### config.mk
export PLATFORM = sky130hd
export DESIGN_NAME = busmap_top
export DESIGN_NICKNAME = d
export VERILOG_FILES = /design/src/rtl/busmap_pkg.sv /design/src/rtl/busmap_regfile.sv /design/src/rtl/busmap_xlate.sv /design/src/rtl/busmap_hold.sv /design/src/rtl/busmap_top.sv
export SDC_FILE = /design/constraint.sdc
export NUM_CORES = 1
export LEC_CHECK = 0
export ABC_CLOCK_PERIOD_IN_PS = 5850
export CAP_MARGIN = 20
export CORE_AREA = 2 2 260 262
export DETAILED_ROUTE_END_ITERATION = 8
export DIE_AREA = 0 0 262 264
export PLACE_DENSITY = 0.81
export SYNTH_ARGS = -nofsm -noshare
export SYNTH_HDL_FRONTEND = slang
export SYNTH_SLANG_ARGS = --single-unit
### constraint.sdc
create_clock -name clk -period 5.85 [get_ports clk]
set_input_delay 1.17 -clock clk [delete_from_list [all_inputs] [get_ports clk]]
set_output_delay 1.17 -clock clk [all_outputs]
set_load 0.005 [all_outputs]
### src/rtl/busmap_pkg.sv
package busmap_pkg;

    localparam int BUS_AW   = 18;
    localparam int PA_W     = 22;
    localparam int PAGE_W   = 5;
    localparam int OFF_W    = BUS_AW - PAGE_W;
    localparam int N_PAGES  = 1 << PAGE_W;
    localparam int REG_AW   = PAGE_W + 2;
    localparam int DW       = 16;
    localparam int HI_W     = PA_W - DW;
    localparam int XLAT_IW  = PA_W;

    localparam logic [PA_W-1:0] IO_PAGE_BASE = 22'o17760000;
    localparam logic [PA_W-1:0] ENTRY_MASK   = {{(PA_W-1){1'b1}}, 1'b0};

    typedef logic [PA_W-1:0] paddr_t;

    typedef struct packed {
        logic [PAGE_W-1:0] page;
        logic [OFF_W-1:0]  off;
    } busaddr_t;

    typedef enum logic [1:0] {
        WK_NONE = 2'd0,
        WK_WORD = 2'd1,
        WK_BYTE = 2'd2
    } wr_kind_e;

    typedef struct packed {
        wr_kind_e          kind;
        logic [PAGE_W-1:0] idx;
        logic [1:0]        lane;
        logic [DW-1:0]     data;
    } wr_cmd_t;

    // Merge a write into a 32-bit view of an entry, then trim to the storable bits.
    function automatic paddr_t merge_entry(input paddr_t old, input wr_cmd_t cmd);
        logic [31:0] view;
        view = {{(32-PA_W){1'b0}}, old};
        case (cmd.kind)
            WK_WORD: begin
                if (cmd.lane[1]) view[31:16] = cmd.data;
                else             view[15:0]  = cmd.data;
            end
            WK_BYTE: begin
                case (cmd.lane)
                    2'd0: view[7:0]   = cmd.data[7:0];
                    2'd1: view[15:8]  = cmd.data[7:0];
                    2'd2: view[23:16] = cmd.data[7:0];
                    default: view[31:24] = cmd.data[7:0];
                endcase
            end
            default: ;
        endcase
        return view[PA_W-1:0] & ENTRY_MASK;
    endfunction

    // Present one half of an entry on the 16-bit read port.
    function automatic logic [DW-1:0] format_read(input paddr_t ent, input logic hi);
        logic [DW-1:0] r;
        if (hi) r = {{(DW-HI_W){1'b0}}, ent[PA_W-1:DW]};
        else    r = {ent[DW-1:1], 1'b0};
        return r;
    endfunction

endpackage

### src/rtl/busmap_regfile.sv
module busmap_regfile
    import busmap_pkg::*;
#(
    parameter int N_ENT = N_PAGES,
    parameter int IDX_W = PAGE_W
) (
    input  logic             clk,
    input  logic             rst,
    input  wr_cmd_t          wr_cmd,
    input  logic [IDX_W-1:0] rd_idx,
    input  logic             rd_hi,
    output logic [DW-1:0]    rd_data,
    input  logic [IDX_W-1:0] lk_idx,
    output paddr_t           lk_entry
);

    paddr_t entries [N_ENT];

    genvar g;
    generate
        for (g = 0; g < N_ENT; g++) begin : g_ent
            logic hit;
            assign hit = (wr_cmd.kind != WK_NONE) && (wr_cmd.idx == IDX_W'(g));
            always_ff @(posedge clk) begin
                if (rst)
                    entries[g] <= '0;
                else if (hit)
                    entries[g] <= merge_entry(entries[g], wr_cmd);
            end
        end
    endgenerate

    always_comb begin
        rd_data  = format_read(entries[rd_idx], rd_hi);
        lk_entry = entries[lk_idx];
    end

endmodule

### src/rtl/busmap_xlate.sv
module busmap_xlate
    import busmap_pkg::*;
(
    input  logic                map_en,
    input  logic [XLAT_IW-1:0]  raw_addr,
    input  paddr_t              entry,
    output logic [PAGE_W-1:0]   page_idx,
    output paddr_t              pa_next
);

    busaddr_t ba;
    logic     last_page;
    paddr_t   off_ext;

    always_comb begin
        ba        = busaddr_t'(raw_addr[BUS_AW-1:0]);
        page_idx  = ba.page;
        last_page = &ba.page;
        off_ext   = PA_W'(ba.off);
        if (!map_en)
            pa_next = PA_W'(raw_addr[BUS_AW-1:0]);
        else if (last_page)
            pa_next = IO_PAGE_BASE + off_ext;
        else
            pa_next = entry + off_ext;
    end

endmodule

### src/rtl/busmap_hold.sv
module busmap_hold
    import busmap_pkg::*;
#(
    parameter int W = PA_W
) (
    input  logic         clk,
    input  logic         rst,
    input  logic         load,
    input  logic [W-1:0] d,
    output logic [W-1:0] q
);

    always_ff @(posedge clk) begin
        if (rst)
            q <= '0;
        else if (load)
            q <= d;
    end

endmodule

### src/rtl/busmap_top.sv
module busmap_top
    import busmap_pkg::*;
(
    input  logic               clk,
    input  logic               rst,
    input  logic               reg_we,
    input  logic               reg_byte,
    input  logic [REG_AW-1:0]  reg_addr,
    input  logic [DW-1:0]      reg_wdata,
    output logic [DW-1:0]      reg_rdata,
    input  logic               map_en,
    input  logic               xlat_req,
    input  logic [XLAT_IW-1:0] xlat_addr,
    output logic [PA_W-1:0]    xlat_pa
);

    wr_cmd_t           cmd;
    logic [PAGE_W-1:0] page_idx;
    paddr_t            lk_entry;
    paddr_t            pa_next;

    always_comb begin
        cmd.kind = !reg_we ? WK_NONE : (reg_byte ? WK_BYTE : WK_WORD);
        cmd.idx  = reg_addr[REG_AW-1:2];
        cmd.lane = reg_addr[1:0];
        cmd.data = reg_wdata;
    end

    busmap_regfile #(
        .N_ENT (N_PAGES),
        .IDX_W (PAGE_W)
    ) u_regs (
        .clk      (clk),
        .rst      (rst),
        .wr_cmd   (cmd),
        .rd_idx   (reg_addr[REG_AW-1:2]),
        .rd_hi    (reg_addr[1]),
        .rd_data  (reg_rdata),
        .lk_idx   (page_idx),
        .lk_entry (lk_entry)
    );

    busmap_xlate u_xlate (
        .map_en   (map_en),
        .raw_addr (xlat_addr),
        .entry    (lk_entry),
        .page_idx (page_idx),
        .pa_next  (pa_next)
    );

    busmap_hold #(
        .W (PA_W)
    ) u_last (
        .clk  (clk),
        .rst  (rst),
        .load (xlat_req),
        .d    (pa_next),
        .q    (xlat_pa)
    );

endmodule

==> flow_summary.toml <==
[status]
status = "completed"

[logic_synthesis]
synthTopCellsByArea = "edfxtp_1 55%, mux4_2 24%, nor2_1 7.7%, clkbuf_1 1.4%, nand2_1 1.4%"
synth_top_family_by_area = "multiplexers"
synth.top_cell.area_share_pct = 54.9
synth-async-reset-ratio_pct = 0
synth_top_cells_by_count = "751 x nor2_1, 672 x edfxtp_1, 397 x mux4_2, 141 x clkbuf_1, 141 x nand2_1"
yosysMostFrequentCell = "nor2_1"
yosys_warnings = 0
syn_inst = 2571
syn-num-nets = 2635
synth_compound_area_share_pct = 2.65
synth_fa_ha_area_share_pct = 0.463
synthXorXnorAreaFrac_pct = 0.262
synth_top_cell_by_area = "edfxtp_1"
synth-main-ff-cell = "edfxtp_1"
ys_seq_area_share_pct = 56.1
synth_cell_types = 64
syn_area_per_cell_sq_um = 14.3
synth-simple-area-share_pct = 11.6
synthMuxAreaShare_pct = 26.3
synthesis.area_sq_mm = 0.0368
ys_seq_elements = 694
synth_edf_count = 672

[die]
io_pins = 89
die_h_um = 264
dieArea_sq_mm = 0.0692
die_width_um = 262
rows = 95
start_util_pct = 55.2
core-area_sq_mm = 0.0666

[power]
irDropWorstVdd_mv = 0.210
powerDensity_mw_per_mm2 = 294
leakagePower_nw = 13.1

[detailed_routing]
wl_mm = 107
postRouteAntennaNets = 0
vias = 25000
route.detailed.wl_per_inst_um = 30.2
drtIter0Drc = 4411
firstDrtPassIters = 6
drc = 0
vias_per_cell = 7.07

[sta]
setup_violations = 0
fin_crit_ns = 5.36
slew_headroom_pct = 22.1
fin_setup_tns_ns = 0
hold_viol = 0
finalCritPeriodShare_pct = 91.7
finalMaxSlewViolations = 0
fin_worst_skew_ns = 0.0142
max_freq_mhz = 186
worst_slew_pin_slew_ns = 1.17
rsz0062_at_grt = "no"

[clocking]
h-tree-depth = 3
cts_tree = "built"
clk_pin_slew_ns = 0.06
numCtsBuffers = 70
clock_latency_ns = 0.63
root_buffer = "clkbuf_16"
cts_hold_buffers = 0
cts.sinks = 694
cts_resized = 0
postCtsSetupRepairBufs = 0
cts_buffer_depth = 3

[critical_path]
cp-start-kind = "input pin"
worst-setup-path-type = "input pin to output pin"
cp.arrival_ns = 4.19
worstPathMaxFanout = 52
endpoint_kind = "output pin"
crit_required_ns = 4.68

[grt]
grt_pass1_vias = 25100
grt_overflow = 0
grt_util_all_layers_pct = 31.3
antenna_found_initial = 6
grt_max_degree = 77
grt_pass1_wl_mm = 159

[place]
port-buffer-count = 84
gp_congestion = 0.998
dp_hpwl_mm = 75.1

[flow_run]
drv_cap = 0

[cells_and_area]
area_growth_pct = 11.1
drive_gt1_share_pct = 23.0
fin_util_pct = 61.4
fin_nets = 2664
fillerInstances = 4614

[worst_hold_path]
hp-class = "flop to flop"
==> cell families (layout without fill, tap and decap cells) <==
logic type / after synthesis / in the layout
AO/OA/AOI/OAI: 137 / 137
XOR/XNOR: 11 / 11
adder cells (fa/ha/maj): 13 / 13
buffers and inverters: 216 / 302
flip-flops: 694 / 694
multiplexers: 464 / 464
other: 0 / 1
AND/OR/NAND/NOR: 1036 / 1036
==> layer usage <==
layer  routed length, um  track usage (%)  vias to the layer above
met4                5350             13.9                       14
li1                    -                -                     9921
met1               34500             39.6                    12500
met5                 150            0.855                        -
met3               14800             8.84                      371
met2               51900             50.5                     2181
==> critical path, stage by stage <==
cell             delay (ns)
buf_8                  0.49
buf_12                 0.29
buf_12                 0.21
mux4_2                 0.52
mux4_2                 0.51
mux2i_1                0.33
nor2_1                 0.11
clkdlybuf4s50_1        0.50
==> cell usage in the layout, fill, tap and decap left out, drive strengths merged, types with 4 or more instances in the layout <==
master / count
ha: 12
dfxtp: 22
nand3b: 4
a21o: 25
a31oi: 4
and3: 5
edfxtp: 672
clkinvlp: 6
nand2: 141
xnor2: 7
nor2: 751
nand3: 15
nor3: 12
xor2: 4
a21oi: 17
o221ai: 7
nor2b: 10
clkinv: 25
a211oi: 15
mux2i: 52
o22ai: 9
a22o: 12
mux4: 399
clkbuf: 91
mux2: 13
buf: 92
o21ai: 19
o211ai: 6
inv: 11
clkdlybuf4s50: 74
nand2b: 83
==> metrics by stage <==
step | hold slack, ns | worst slack [ns] | instance area [sq um] | instances | power [mW]
floorplan | 0.446 | 0.465 | 36800 | 2571 | 6.98
CTS | 0.459 | 0.476 | 40700 | 3523 | 11.9
global placement | 0.464 | 0.343 | 38400 | 3390 | 7.49
global route | 0.484 | 0.364 | 40800 | 3530 | 12.3
finish | 0.463 | 0.486 | 40800 | 3531 | 12.0
detailed placement | 0.452 | 0.225 | 38500 | 3394 | 7.58
==> registers in the layout, indices dropped and copies added (netlist names) <==
name,cells
u_regs.entries,672
u_last.q,22
==> report_power, final <==
group | switching, mW | internal (mW)
combinational | 0.907 | 0.776
sequential | 0.154 | 5.71
clock | 1.96 | 2.48
==> cell type report <==
| class | instances | area, sq um | area share, % |
|---|---|---|---|
| Multi-Input combinational cell | 1661 | 15200 | 37.1 |
| Sequential cell | 694 | 20600 | 50.5 |
| Timing Repair Buffer | 166 | 1730 | 4.23 |
| Antenna cell | 1 | 2.50 | 0.00613 |
| Clock buffer | 91 | 1930 | 4.74 |
| Tap cell | 873 | 1090 | 2.67 |
| Inverter | 7 | 26.3 | 0.0643 |
| Clock inverter | 38 | 284 | 0.695 |
==> worst paths after layout <==
| path | slack [ns] | start | endpoint | cells after the start |
|---|---|---|---|---|
| worst max register to register | 1.60 | u_regs.entries[19][1] | u_last.q[20] | 12 |
| worst min-delay path | 0.46 | u_last.q[17] | u_last.q[17] | 2 |
| worst max-delay path | 0.49 | reg_addr[2] | reg_rdata[13] | 8 |
| worst min register to register | 0.46 | u_last.q[17] | u_last.q[17] | 2 |
Note: power is estimated with default switching activity, not from simulation.
